## config.mk

```make
export PLATFORM = sky130hd
export DESIGN_NAME = pxpk_assembler
export DESIGN_NICKNAME = d
export VERILOG_FILES = /design/src/rtl/pxpk_pkg.sv /design/src/rtl/pxpk_swap.sv /design/src/rtl/pxpk_mode.sv /design/src/rtl/pxpk_pack.sv /design/src/rtl/pxpk_assembler.sv
export SDC_FILE = /design/constraint.sdc
export NUM_CORES = 1
export LEC_CHECK = 0
export ABC_CLOCK_PERIOD_IN_PS = 1900
export BUFFER_PORTS_ARGS = -buffer_cell sky130_fd_sc_hd__buf_4
export CAP_MARGIN = 10
export CORE_MARGIN = 2
export CORE_UTILIZATION = 30
export CTS_BUF_LIST = sky130_fd_sc_hd__clkbuf_2 sky130_fd_sc_hd__clkbuf_4 sky130_fd_sc_hd__clkbuf_8
export DETAILED_ROUTE_END_ITERATION = 8
export GPL_TIMING_DRIVEN = 0
export RECOVER_POWER = 50
export SLEW_MARGIN = 20
export SYNTH_ARGS = -nofsm -noshare
export SYNTH_HDL_FRONTEND = slang
export SYNTH_SLANG_ARGS = --single-unit
```

## constraint.sdc

```tcl
create_clock -name clk -period 1.9 [get_ports clk]
set_input_delay 0.475 -clock clk [delete_from_list [all_inputs] [get_ports clk]]
set_output_delay 0.475 -clock clk [all_outputs]
set_load 0.02 [all_outputs]
```

## src/rtl/pxpk_pkg.sv

```systemverilog
package pxpk_pkg;

    localparam int SLOT_W  = 16;
    localparam int N_SLOTS = 4;
    localparam int BYTE_W  = 8;
    localparam int WORD_W  = SLOT_W * N_SLOTS;
    localparam int HALF_W  = BYTE_W * N_SLOTS;

    typedef enum logic {
        DEPTH_8  = 1'b0,
        DEPTH_16 = 1'b1
    } depth_e;

    typedef struct packed {
        logic              valid;
        logic              eol;
        logic              mode8;
        logic [WORD_W-1:0] word;
        logic [HALF_W-1:0] bytes;
    } stage_t;

    // Exchange slot pairs (0<->1, 2<->3, ...)
    function automatic logic [WORD_W-1:0] swap_pairs(input logic [WORD_W-1:0] w);
        logic [WORD_W-1:0] r;
        for (int p = 0; p < N_SLOTS / 2; p++) begin
            r[(2*p)*SLOT_W +: SLOT_W]   = w[(2*p+1)*SLOT_W +: SLOT_W];
            r[(2*p+1)*SLOT_W +: SLOT_W] = w[(2*p)*SLOT_W +: SLOT_W];
        end
        return r;
    endfunction

    // Gather the low byte of every slot, slot k -> byte k
    function automatic logic [HALF_W-1:0] low_bytes(input logic [WORD_W-1:0] w);
        logic [HALF_W-1:0] r;
        for (int k = 0; k < N_SLOTS; k++) begin
            r[k*BYTE_W +: BYTE_W] = w[k*SLOT_W +: BYTE_W];
        end
        return r;
    endfunction

endpackage

```

## src/rtl/pxpk_swap.sv

```systemverilog
module pxpk_swap
    import pxpk_pkg::*;
#(
    parameter int SW = SLOT_W,
    parameter int NS = N_SLOTS
) (
    input  logic           en,
    input  logic [SW*NS-1:0] din,
    output logic [SW*NS-1:0] dout
);
    localparam int NPAIRS = NS / 2;

    for (genvar p = 0; p < NPAIRS; p++) begin : g_pair
        logic [SW-1:0] even_s;
        logic [SW-1:0] odd_s;
        assign even_s = din[(2*p)*SW +: SW];
        assign odd_s  = din[(2*p+1)*SW +: SW];
        assign dout[(2*p)*SW +: SW]   = en ? odd_s  : even_s;
        assign dout[(2*p+1)*SW +: SW] = en ? even_s : odd_s;
    end
endmodule

```

## src/rtl/pxpk_mode.sv

```systemverilog
module pxpk_mode
    import pxpk_pkg::*;
(
    input  logic              valid,
    input  logic              eol,
    input  logic              depth,
    input  logic              display,
    input  logic [WORD_W-1:0] word,
    output stage_t            stage
);
    depth_e eff_depth;

    always_comb begin
        eff_depth   = display ? DEPTH_8 : depth_e'(depth);
        stage.valid = valid;
        stage.eol   = eol;
        stage.mode8 = (eff_depth == DEPTH_8);
        stage.word  = word;
        stage.bytes = low_bytes(word);
    end
endmodule

```

## src/rtl/pxpk_pack.sv

```systemverilog
module pxpk_pack
    import pxpk_pkg::*;
(
    input  logic              clk,
    input  logic              rst,
    input  stage_t            stage,
    output logic              wr,
    output logic [WORD_W-1:0] data
);
    localparam logic [HALF_W-1:0] ZERO_HALF = '0;

    logic              phase_q, phase_d;
    logic [HALF_W-1:0] hold_q, hold_d;
    logic              wr_d;
    logic [WORD_W-1:0] data_d;

    always_comb begin
        phase_d = phase_q;
        hold_d  = hold_q;
        wr_d    = 1'b0;
        data_d  = data;
        if (stage.valid) begin
            if (!stage.mode8) begin
                wr_d    = 1'b1;
                data_d  = stage.word;
                phase_d = 1'b0;
            end else if (!phase_q) begin
                if (stage.eol) begin
                    wr_d   = 1'b1;
                    data_d = {ZERO_HALF, stage.bytes};
                end else begin
                    hold_d  = stage.bytes;
                    phase_d = 1'b1;
                end
            end else begin
                wr_d    = 1'b1;
                data_d  = {stage.bytes, hold_q};
                phase_d = 1'b0;
            end
        end else if (stage.eol && phase_q) begin
            wr_d    = 1'b1;
            data_d  = {ZERO_HALF, hold_q};
            phase_d = 1'b0;
        end
    end

    always_ff @(posedge clk) begin
        if (rst) begin
            phase_q <= 1'b0;
            hold_q  <= '0;
            wr      <= 1'b0;
            data    <= '0;
        end else begin
            phase_q <= phase_d;
            hold_q  <= hold_d;
            wr      <= wr_d;
            data    <= data_d;
        end
    end
endmodule

```

## src/rtl/pxpk_assembler.sv

```systemverilog
module pxpk_assembler
    import pxpk_pkg::*;
(
    input  logic              clk,
    input  logic              rst,
    input  logic              pix_valid,
    input  logic              pix_eol,
    input  logic [WORD_W-1:0] pix_data,
    input  logic              cfg_depth,
    input  logic              cfg_display,
    input  logic              cfg_swap,
    output logic              fifo_wr,
    output logic [WORD_W-1:0] fifo_data
);
    logic [WORD_W-1:0] swapped;
    stage_t            stage;

    pxpk_swap #(.SW(SLOT_W), .NS(N_SLOTS)) u_swap (
        .en   (cfg_swap),
        .din  (pix_data),
        .dout (swapped)
    );

    pxpk_mode u_mode (
        .valid   (pix_valid),
        .eol     (pix_eol),
        .depth   (cfg_depth),
        .display (cfg_display),
        .word    (swapped),
        .stage   (stage)
    );

    pxpk_pack u_pack (
        .clk   (clk),
        .rst   (rst),
        .stage (stage),
        .wr    (fifo_wr),
        .data  (fifo_data)
    );
endmodule

```

; Word-level counts from Yosys, hierarchy flattened
; Cells that the tools add are included.
[classes]
n_addsub = 0
mul = 0
div = 0
n_lt_le_gt_ge = 0
n_eq_ne = 1
shift = 0
n_mux = 20
n_bitwise = 3
reduce_logical = 4
[ops]
columns = cell, count
row1 = $mux 64, 5
row2 = $mux 16, 4
row3 = $mux 1, 11
row4 = $ne 4x1->1 const B, 1
row5 = $reduce_and 4->1, 1
row6 = $not 1->1, 3
row7 = $reduce_and 2->1, 1
row8 = $reduce_bool 2->1, 1
row9 = $logic_and 1x1->1, 1
[totals]
ff_bits = 98
latchBits = 0
ram_bits = 0
romBits = 0
mem_count = 0

; Depth between registers and ports, before layout
; Gate-level depths: netlist of run 1.
[logic_depth]
ltp_word = 5
mapped_depth = 7
mapped_depth_nobuf = 4

; By module
; Synthesis of run 1 repeated with hierarchy kept, for this count alone.
[unflattened]
hier_cells = 640
hier_area_um2 = 6490.0
[by_module_without_submodules]
columns = module, n_inst, cells_per_inst, area_each_um2, seq_area_each_um2
row1 = pxpk_pack, 1, 470, 4670.7, 1961.9
row2 = pxpk_swap, 1, 71, 1077.3, 0.0
row3 = pxpk_mode, 1, 99, 742.0, 0.0

; Worst setup path before layout of run 1
; No wires, ideal clock.
[synth_timing]
kind = input -> register
start = in cfg_swap
end = reg u_pack.data[14]
t_arrival_ps = 1646
slack_ps = 136
path_stages = 6
cell_sequence = buf_2 > buf_2 > mux2_2 > nor3_1 > o21ai_0 > a32o_1
[synth_via]
elab_chain_len = 5
[synth_rtl]
columns = element, line_no
row1 = start: declaration, pxpk_assembler.sv:11  ; input logic cfg_swap,
row2 = $mux 16, pxpk_swap.sv:19  ; assign dout[(2*p+1)*SW +: SW] = en ? even_s : odd_s;
row3 = $mux 64, pxpk_pack.sv:28  ; if (stage.eol) begin
row4 = $mux 64, pxpk_pack.sv:27  ; end else if (!phase_q) begin
row5 = $mux 64 (*), pxpk_pack.sv:23  ; if (!stage.mode8) begin
row6 = $mux 64 (*), pxpk_pack.sv:22  ; if (stage.valid) begin
row7 = end signal: assignment, pxpk_pack.sv:57  ; data <= data_d;
row8 = end: declaration, pxpk_pack.sv:8  ; output logic [WORD_W-1:0] data
; Mark *: on every way between the ends. The rest lies on a longest branch, timed or not. The select of a mux whose other input is x is not followed.
; A chain may end at the register's enable or synchronous reset.

; Final worst setup path of run 1
[layout_timing]
start = in cfg_depth
end = reg u_pack.hold_q[23]
[layout_via]
elab_chain_len = 3
[layout_rtl]
columns = element, line_no
row1 = start: declaration, pxpk_assembler.sv:9  ; input logic cfg_depth,
row2 = $mux 1, pxpk_mode.sv:14  ; eff_depth = display ? DEPTH_8 : depth_e'(depth);
row3 = $not 1->1 (no source line), -
row4 = $reduce_and 4->1 (no source line), -
row5 = end signal: assignment, pxpk_pack.sv:55  ; hold_q <= hold_d;
row6 = end: declaration, pxpk_pack.sv:13  ; logic [HALF_W-1:0] hold_q, hold_d;
; No other way between the ends.

==> out/qor.txt, run 1 <==
Static Leak: 2.39 nW
Worst r2r src: u_pack.phase_q
Maximum VDD drop: 307 uV
Final-stage net count: 724
Crit-path cells: clkbuf_4 > nor2b_1 > clkbuf_1 > nor4b_1 > buf_4 > clkbuf_2 > a211oi_1
WHS: 0.472 ns
Largest family of logic cells by synthesized area: compound AO/OA/AOI/OAI gates
Placed inst area: 0.00624 sq mm
MaxCap Viol Count: 0
Compound-gate portion of the synthesized area: 28.6%
Synthesis-to-finish area growth: 23.8%
Status: completed
Mux share of post-synthesis cell area: 11.9%
Yosys top cell by area: dfxtp_1
Main flop type after synthesis: dfxtp_1
CP Launch Type: input port
Placer Congestion: 0.924
Layout cell share with drive strength beyond 1: 23.3%
# setup viols final: 0
Required time worst endpoint: 2.15 ns
Yosys top cell area share: 39.5%
CP Capture Type: flop
Inst Count DP: 862
R2R Setup Slk: 0.20 ns
Fin crit period: 1.84 ns
Worst R2R End: u_pack.data[30]
Worst-Skew Late Latency: 0.39 ns
Routed via count: 4777
Mapped Cells: 509
Part of the cycle the worst path needs: 96.8%
Post-DP HPWL: 14600 um
Worst hold path type: flop to flop
Antenna Nets Post-Route: 0
Worst Path Arrival: 2.09 ns
Gr ovfl total: 0
Fin area: 0.00615 sq mm
Core box area: 0.0163 sq mm
Logic pwr share: 23.8%
Post-synthesis simple-gate area fraction: 13.8%
1st-pass router iterations: 5
Port bufs: 133
Clk pin slew, worst setup/hold paths: 0.09 ns
Starting Density: 30.4%
Cell Int Power: 3.14 mW
Die W: 133 um
RSZ-0062 raised after global routing: false
Top Family by Delay on Critical Path: buffers and inverters
CP Buf/Inv Count: 4
Post-CTS setup buffer count: 0
Crit-path max FO: 10
Worst slack at placement: -0.295 ns
Setup CP Type: input port to flop
Initial antenna violation count: 0
Levels on crit path: 7
Syn Area/Cell: 9.75 sq um
Sequential element share of the synthesized area: 39.5%
Synth Cell Area: 0.00496 sq mm
Total track usage: 21.1%
Max Slew Vio Count: 0
Clock share of power: 27.9%
DRT iter0 DRCs: 395
Vias in the first global route: 4789
CP Launch Point: cfg_depth
Clk buf depth: 2
Routed vias/inst: 5.44
Synth area leaders: dfxtp_1 40%, mux2i_1 8.5%, a32o_1 6.5%
CP endpoint: u_pack.hold_q[23]
Hold Path Stages: 1
Worst Skew: 0.0123 ns
Post-synth cell types: 30
Adder-Cell Fraction of Synth Area: 0%
Crit-path max cell delay: 0.38 ns
Slew HR: 38.7%
YS warnings: 0
Async set-or-reset flop fraction in the synthesized netlist: 0%
Path depth of the worst reg2reg path: 5
CTS tree: built
Largest net degree at the start of global routing: 16
Final WL: 18800 um
Finished Layout Cells: 878
Setup WS post-layout: 0.0602 ns
Root buf cell: clkbuf_8
Synth Net Count: 580
Remaining DRCs: 0
Psw: 1.49 mW
Worst Max-Slew Pin Slew: 0.894 ns
H-tree level count: 3
Avg WL per Cell: 21.4 um
Sequential share of power: 48.4%
Multi-input gate area: 0.00267 sq mm
FMAX: 544 MHz
Post-synth EDFFs: 0
Xor-xnor portion of the synthesized cell area: 0%
Inserted Diodes: 0
PD cells: 754 mW/mm^2
Final count of hold timing violations: 0
FF+latch area: 0.00196 sq mm
Clock buffer count from CTS: 9
Net Sw Frac: 32.2%
# fillers: 1757
Die area: 0.0176 sq mm
# rows: 47
First-pass GRT wire length: 28200 um
# clock sinks: 98
Slowest library cell on the worst path: nor4b_1
Die Y: 133 um
Ports: 136
Register bit total from synthesis: 98
-- through the flow --
| stage | TNS (ns) | power, mW | util (%) |
|---|---|---|---|
| final | 0 | 4.63 | 37.6 |
| after global routing | 0 | 4.83 | 37.6 |
| after global placement | -12.98 | 3.42 | 38.2 |
| after floorplan | 0 | 2.95 | - |
| after CTS | 0 | 4.72 | 39.3 |
| after detailed placement | -15.11 | 3.44 | 38.2 |
-- flip-flops by register name, summed over array words and instances (netlist names) --
signal          count
u_pack.wr           1
u_pack.hold_q      32
u_pack.phase_q      1
u_pack.data        64
-- layer usage --
metal	wire [um]	track usage, %	share of wire (%)	vias up
met2	8600	34.2	46	213
li1	-	-	-	2217
met1	8530	28.2	45	2323
met5	0	0	0	-
met3	1340	4.75	7.1	24
met4	335	5.56	1.8	0
-- worst reg2reg max path, delay by kind of cell (launching register included) --
kind                   cells  cell delay (ns)
flip-flops                 1             0.45
AO/OA/AOI/OAI              2             0.56
AND/OR/NAND/NOR            1             0.13
buffers and inverters      2             0.47
-- power by group through the flow --
stage                     logic [mW]  registers, mW  clock network (mW)
after global placement          1.13           2.29                   0
after detailed placement        1.15           2.29                   0
after CTS                       1.15           2.24                1.32
after global routing            1.17           2.26                1.40
final                           1.10           2.24                1.29
after floorplan                0.592           2.36                   0
-- repair_timing --
item	CTS	global route
setup endpoints to repair	0	10
gates resized for setup	0	2
hold buffers	0	0
-- synth_stat cells, types with 2 or more instances --
library cell / count
buf_2: 21
mux2_2: 8
and3_1: 16
buf_6: 7
mux2i_2: 6
a32o_1: 32
dfxtp_1: 98
nor2b_1: 17
a211oi_1: 28
nor2_1: 40
clkbuf_1: 19
nand2b_1: 33
nor3_2: 2
buf_4: 5
a211oi_2: 20
a22o_1: 32
mux2i_1: 42
o22ai_1: 32
nor3_1: 8
nand2_1: 9
o21ai_0: 24
buf_1: 2
-- cell usage in the layout (no fill, tap or decap) --
cell,instances
o21ai_1,1
nor3_2,2
dfxtp_1,98
o21ba_2,1
a211oi_1,32
a21boi_2,1
nor2b_1,17
a22o_1,32
clkinv_2,1
nand2_1,9
buf_1,2
and3_1,16
clkbuf_8,10
nor3_1,8
nand2b_1,33
o22ai_1,32
a32o_1,32
mux2i_2,6
buf_4,72
a211oi_2,16
inv_2,1
clkbuf_4,3
buf_2,17
clkinvlp_4,3
a21oi_1,1
buf_6,7
o21ai_0,24
mux2_2,8
o21a_1,1
nor4b_1,1
mux2i_1,42
clkbuf_2,4
clkbuf_1,84
nor2_1,40
nor3b_2,1
-- area by class of cell --
class / instances / share of cell area (%)
buffer: 54 / 4.88
clock buffer: 12 / 2.48
clock inverter: 4 / 0.448
inverter: 1 / 0.0611
multi-input combinational: 356 / 43.5
sequential: 98 / 31.9
tap: 220 / 4.48
timing repair buffer: 133 / 12.3
-- how the worst min path moves through the flow --
stage	from	to
2_1_floorplan	u_pack.hold_q[1]	u_pack.hold_q[1]
3_3_place_gp	u_pack.data[26]	u_pack.data[26]
3_5_place_dp	u_pack.data[27]	u_pack.data[27]
4_1_cts	u_pack.data[27]	u_pack.data[27]
5_1_grt	u_pack.data[27]	u_pack.data[27]
6_report	u_pack.data[27]	u_pack.data[27]
-- cell families (layout without fill, tap and decap cells) --
logic type | after synthesis | in the layout
simple gates | 127 | 127
compound gates | 173 | 173
mux | 56 | 56
flops | 98 | 98
buf+inv | 55 | 204
Note: power is estimated with default switching activity, not from simulation.
==> inputs of run 2 (changes only) <==
- CORE_UTILIZATION: 30 -> 29
==> run 2 against run 1 <==
  * Register-to-register slack hardly changed
  * Clock skew decreased by 0.0045 ns
  * Cell count is the same
==> out/qor.txt, run 2 (same netlist as run 1, synthesis figures left out) <==
Status: completed
Commonest non-fill, non-tap cell in the layout: dfxtp_1
FMAX: 531 MHz (-2.2%)
Final count of hold timing violations: 0 (unchanged)
Final WL: 19100 um (+1.3%)
Largest net degree at the start of global routing: 17 (+1)
DRT iter0 DRCs: 461 (+17%)
Worst R2R End: u_pack.data[7]
H-tree level count: 3 (unchanged)
Antenna Nets Post-Route: 0 (unchanged)
Slew HR: 36.9% (-1.8 points)
Fin area: 0.00616 sq mm (+0.20%)
Sequential share of power: 47.1% (-1.3 points)
Die Y: 135 um (+1.7%)
Hold_buf cts: 0 (unchanged)
Inst Count DP: 862 (unchanged)
Die area: 0.0182 sq mm (+3.3%)
Worst Path Arrival: 2.17 ns (+0.08 ns)
# clock sinks: 98 (unchanged)
PD cells: 773 mW/mm^2 (+2.5%)
Slowest library cell on the worst path: a211oi_1
Largest registers: u_pack.data x64, u_pack.hold_q x32
Vias in the first global route: 4822 (+0.69%)
Fin crit period: 1.88 ns (+0.0422 ns)
Post-DP HPWL: 14600 um (+0.58%)
Part of the cycle the worst path needs: 99.0% (+2.2 points)
WHS: 0.479 ns (+0.00637 ns)
Gr ovfl total: 0 (unchanged)
Port bufs: 133 (unchanged)
Worst Min Path Start: u_pack.data[21]
Clk buf depth: 2 (unchanged)
First-pass GRT wire length: 28300 um (about the same)
# fillers: 1761 (+0.23%)
Net Sw Frac: 32.2% (about the same)
Hold Path Stages: 1 (unchanged)
Worst slack at placement: -0.318 ns (-0.0232 ns)
# rows: 47 (unchanged)
Clock share of power: 29.7% (+1.8 points)
Max reg flops: 64 (unchanged)
Core box area: 0.0166 sq mm (+1.8%)
Worst Skew: 0.00778 ns (-0.00449 ns)
# setup viols final: 0 (unchanged)
Die W: 135 um (+1.7%)
Placer Congestion: 0.939 (+1.6%)
Root buf cell: clkbuf_8
CP Buf/Inv Count: 3 (-1)
MaxCap Viol Count: 0 (unchanged)
Clock buffer count from CTS: 9 (unchanged)
Layout cell share with drive strength beyond 1: 23.1% (-0.15 points)
CP Launch Type: input port
Required time worst endpoint: 2.19 ns (+0.04 ns)
Avg WL per Cell: 21.7 um (+1.3%)
Routed vias/inst: 5.51 (+1.2%)
Static Leak: 2.39 nW (+0.33%)
Routed via count: 4834 (+1.2%)
CP Capture Type: flop
Worst r2r src: u_pack.phase_q
Finished Layout Cells: 878 (unchanged)
Maximum VDD drop: 324 uV (+5.6%)
Crit-path max FO: 10 (unchanged)
Total track usage: 20.8% (-0.26 points)
Hold EP: u_pack.data[21]
1st-pass router iterations: 5 (unchanged)
Clk pin slew, worst setup/hold paths: 0.09 ns (about the same)
Top Family by Delay on Critical Path: compound AO/OA/AOI/OAI gates
Worst Max-Slew Pin Slew: 0.921 ns (+0.0264 ns)
Remaining DRCs: 0 (unchanged)
Cell Int Power: 3.23 mW (+2.7%)
Top reg by flops: u_pack.data
Setup WS post-layout: 0.0181 ns (-0.0422 ns)
Logic pwr share: 23.2% (-0.6 points)
Worst-Skew Late Latency: 0.39 ns (about the same)
Inserted Diodes: 0 (unchanged)
Worst hold path type: flop to flop
Crit-path max cell delay: 0.53 ns (+0.15 ns)
Placed inst area: 0.00624 sq mm (unchanged)
Final-stage net count: 724 (unchanged)
Max Slew Vio Count: 0 (unchanged)
Ports: 136 (unchanged)
Top cell by count, worst path: buf_2
Most frequent cells in the layout: 98 x dfxtp_1, 84 x clkbuf_1, 73 x buf_4
Initial antenna violation count: 0 (unchanged)
RSZ-0062 raised after global routing: false
Synthesis-to-finish area growth: 24.1%
Setup CP Type: input port to flop
R2R Setup Slk: 0.20 ns (about the same)
Crit-path cells: buf_4 > nand2b_1 > buf_2 > buf_2 > a211oi_1 > o21ai_0 > a32o_1
Psw: 1.53 mW (+2.8%)
CTS tree: built
Starting Density: 29.8% (-0.54 points)
Path depth of the worst reg2reg path: 4 (-1)
==> run 2: through the flow <==
| step | utilization (%) | setup TNS [ns] | power [mW] |
|---|---|---|---|
| after floorplan | - | 0 | 2.95 |
| after global placement | 37.5 | -12.54 | 3.42 |
| after detailed placement | 37.5 | -15.13 | 3.44 |
| after CTS | 38.7 | 0 | 4.83 |
| after global routing | 37.0 | 0 | 4.94 |
| final | 37.0 | 0 | 4.76 |
==> run 2: worst max path at each step <==
stage	endpoint	cells after the start	start	slack (ns)
6_report	u_pack.data[11]	7	cfg_display	0.02
5_1_grt	u_pack.hold_q[4]	7	cfg_depth	0.006
2_1_floorplan	u_pack.data[14]	6	cfg_swap	0.14
4_1_cts	u_pack.data[10]	7	cfg_display	0.09
3_5_place_dp	u_pack.data[10]	7	cfg_display	-0.32
3_3_place_gp	u_pack.data[11]	7	cfg_display	-0.34
==> run 2: power by group through the flow <==
stage / Clock (mW) / Combinational, mW / Sequential, mW
after CTS: 1.43 / 1.15 / 2.24
after detailed placement: 0 / 1.15 / 2.29
final: 1.42 / 1.10 / 2.24
after floorplan: 0 / 0.592 / 2.36
after global routing: 1.51 / 1.18 / 2.26
after global placement: 0 / 1.13 / 2.29
==> run 2: what timing repair did <==
item	CTS	global route
resized for setup	0	2
buffers inserted	0	0
endpoints found under the setup margin	0	10
==> run 2: cell type report <==
type / instances / area [sq um] / area share (%)
Inverter: 1 / 3.75 / 0.0609
Sequential cell: 98 / 1960 / 31.9
Multi-Input combinational cell: 356 / 2670 / 43.3
Tap cell: 220 / 275 / 4.47
Clock buffer: 10 / 131 / 2.13
Timing Repair Buffer: 133 / 754 / 12.2
Buffer: 54 / 300 / 4.88
Clock inverter: 6 / 66.3 / 1.08
==> run 2: per-layer routing <==
metal  track usage [%]  part of all wire, %  vias to the layer above
met5                 0                    0                        -
met4              6.32                  1.9                        0
met3              6.08                  9.2                       28
met2              32.6                   45                      212
met1              27.7                   44                     2376
li1                  -                    -                     2218
==> inputs of run 3 (changes only) <==
--- a/config.mk
+++ b/config.mk
@@ -9,9 +9,10 @@
 export BUFFER_PORTS_ARGS = -buffer_cell sky130_fd_sc_hd__buf_4
 export CAP_MARGIN = 10
-export CORE_MARGIN = 2
-export CORE_UTILIZATION = 29
+export CORE_MARGIN = 8
+export CORE_UTILIZATION = 54
 export CTS_BUF_LIST = sky130_fd_sc_hd__clkbuf_2 sky130_fd_sc_hd__clkbuf_4 sky130_fd_sc_hd__clkbuf_8
 export DETAILED_ROUTE_END_ITERATION = 8
 export GPL_TIMING_DRIVEN = 0
+export PLACE_DENSITY = 0.82
 export RECOVER_POWER = 50
 export SLEW_MARGIN = 20
==> constraint.sdc (replaced) <==
create_clock -name clk -period 1.9 [get_ports clk]
set_input_delay 0.285 -clock clk [delete_from_list [all_inputs] [get_ports clk]]
set_output_delay 0.285 -clock clk [all_outputs]
set_load 0.02 [all_outputs]
==> run 3 against run 2 <==
  * Clock-buffer cell count shrank 1
  * Global-route usage grew 6.8 points
  * Clock power about the same
  * Sequential share of layout area increased by 0.84 points
  * Clock skew decreased by 0.0031 ns
  * Wire length fell by 6.3%
  * Sequential power about the same
  * Register-to-register slack lost 0.08 ns
  * Fmax rose by 4.0%
  * Highest routed layer is now met5
==> out/qor.txt, run 3 (same netlist as run 1, synthesis figures left out) <==
FMAX: 553 MHz (+4.0%)
Crit-path max FO: 10 (unchanged)
Die Y: 112 um (-17%)
Worst Max-Slew Pin Slew: 0.839 ns (-0.0812 ns)
Final WL: 17800 um (-6.3%)
Placer Congestion: 0.940 (+0.12%)
# rows: 35 (-26%)
Post-DP HPWL: 13600 um (-7.0%)
Most frequent cells in the layout: 98 x dfxtp_1, 85 x clkbuf_1, 72 x buf_4
1st-pass router iterations: 5 (unchanged)
Busiest grt layer: met2
Clk buf depth: 2 (unchanged)
RSZ-0062 raised after global routing: false
Tot Pwr: 4.75 mW (-0.25%)
Multi-input gate area: 0.00265 sq mm (-0.75%)
CP Launch Point: cfg_display
Clk pin slew, worst setup/hold paths: 0.10 ns (about the same)
Largest registers: u_pack.data x64, u_pack.hold_q x32
Maximum VDD drop: 535 uV (+65%)
Commonest non-fill, non-tap cell in the layout: dfxtp_1
WHS: 0.343 ns (-0.136 ns)
H-tree level count: 3 (unchanged)
Worst Skew: 0.00470 ns (-0.00308 ns)
Post-CTS resize count: 0 (unchanged)
Routed vias/inst: 6.46 (+17%)
Max Slew Vio Count: 0 (unchanged)
Worst Min Path Start: pix_data[40]
Post-CTS setup buffer count: 0 (unchanged)
Root buf cell: clkbuf_8
Total track usage: 27.6% (+6.8 points)
Initial antenna violation count: 1 (+1)
DRT iter0 DRCs: 400 (-13%)
Synthesis-to-finish area growth: 20.9%
Required time worst endpoint: 2.17 ns (-0.02 ns)
Slew HR: 42.4% (+5.6 points)
Die W: 112 um (-17%)
Worst Path Arrival: 2.08 ns (-0.09 ns)
Avg WL per Cell: 23.2 um (+6.9%)
Final count of hold timing violations: 0 (unchanged)
Starting Density: 54.8% (+25 points)
First-pass GRT wire length: 27300 um (-3.5%)
CP Capture Type: flop
MaxCap Viol Count: 0 (unchanged)
Max reg flops: 64 (unchanged)
# setup viols final: 0 (unchanged)
Inserted Diodes: 0 (unchanged)
Layout cell share with drive strength beyond 1: 22.3% (-0.76 points)
FF+latch area: 0.00196 sq mm (unchanged)
Setup WS post-layout: 0.0909 ns (+0.0728 ns)
Worst r2r src: u_pack.phase_q
Static Leak: 2.40 nW (+0.25%)
Setup CP Type: input port to flop
# clock sinks: 98 (unchanged)
Routed via count: 4968 (+2.8%)
Status: completed
Part of the cycle the worst path needs: 95.2% (-3.8 points)
Met3 usage: 7.74% (+1.7 points)
Die area: 0.0125 sq mm (-31%)
Final-stage net count: 724 (unchanged)
PD cells: 791 mW/mm^2 (+2.4%)
Vias in the first global route: 5027 (+4.3%)
Worst hold path type: input port to flop
Setup Total Neg Slack: 0 ns (unchanged)
CTS tree: built
Port bufs: 133 (unchanged)
Worst-Skew Late Latency: 0.37 ns (-0.02 ns)
Antenna Nets Post-Route: 0 (unchanged)
Largest net degree at the start of global routing: 18 (+1)
Remaining DRCs: 0 (unchanged)
Worst slack at placement: -0.0475 ns (+0.271 ns)
Clock buffer count from CTS: 9 (unchanged)
Met2 Use GR: 46.0% (+13 points)
Top reg by flops: u_pack.data
# fillers: 823 (-53%)
Met1 Use GR: 32.8% (+5.1 points)
Hold_buf cts: 0 (unchanged)
Core box area: 0.00906 sq mm (-46%)
Gr ovfl total: 0 (unchanged)
Fin crit period: 1.81 ns (-0.0728 ns)
CP Launch Type: input port
Ports: 136 (unchanged)
==> run 3: changes by cell type in the layout (fill, tap and decap cells not counted), sizes merged <==
cell / previous run / this run
clkinv: 1 / 2
inv: 2 / 5
clkbuf: 95 / 96
buf: 102 / 100
clkinvlp: 3 / 0
==> run 3: area by class of cell <==
type	instances	area share [%]
plain buffers	54	4.94
multi-input cells	356	44.1
clock inverters	7	1.25
repair buffers	133	12.6
clock buffers	9	2.06
inverters	1	0.0626
flip-flops and latches	98	32.7
well taps	111	2.31
==> run 3: report_power, final <==
group | switching [mW] | total [mW] | internal [mW] | leakage [nW]
Sequential | 0.0650 | 2.24 | 2.17 | 0.801
Combinational | 0.655 | 1.08 | 0.426 | 1.49
Clock | 0.806 | 1.43 | 0.625 | 0.105
==> run 3: final timing paths <==
check | end | slack (ns) | depth (start not counted)
setup / recovery | u_pack.data[38] | 0.09 | 7
hold / removal | u_pack.data[56] | 0.34 | 4
setup reg to reg | u_pack.data[18] | 0.12 | 4
hold reg to reg | u_pack.data[27] | 0.47 | 1
==> run 3: routing by layer <==
layer	up-vias	wire length, um
li1	2222	-
met1	2413	7080
met2	284	8570
met3	47	1650
met4	2	528
met5	-	14
==> run 3: stage by stage <==
stage          instances  util, %  instance area, sq um
2_1_floorplan        509        -                  4960
3_3_place_gp         753     67.3                  6100
3_5_place_dp         753     67.3                  6100
4_1_cts              769     69.5                  6300
5_1_grt              769     66.2                  6000
6_report             769     66.2                  6000
==> run 3: worst max-delay path: stages <==
cell	delay [ns]
buf_4	0.08
nand2b_1	0.11
buf_2	0.21
clkbuf_1	0.43
clkbuf_1	0.49
o22ai_1	0.23
a22o_1	0.24
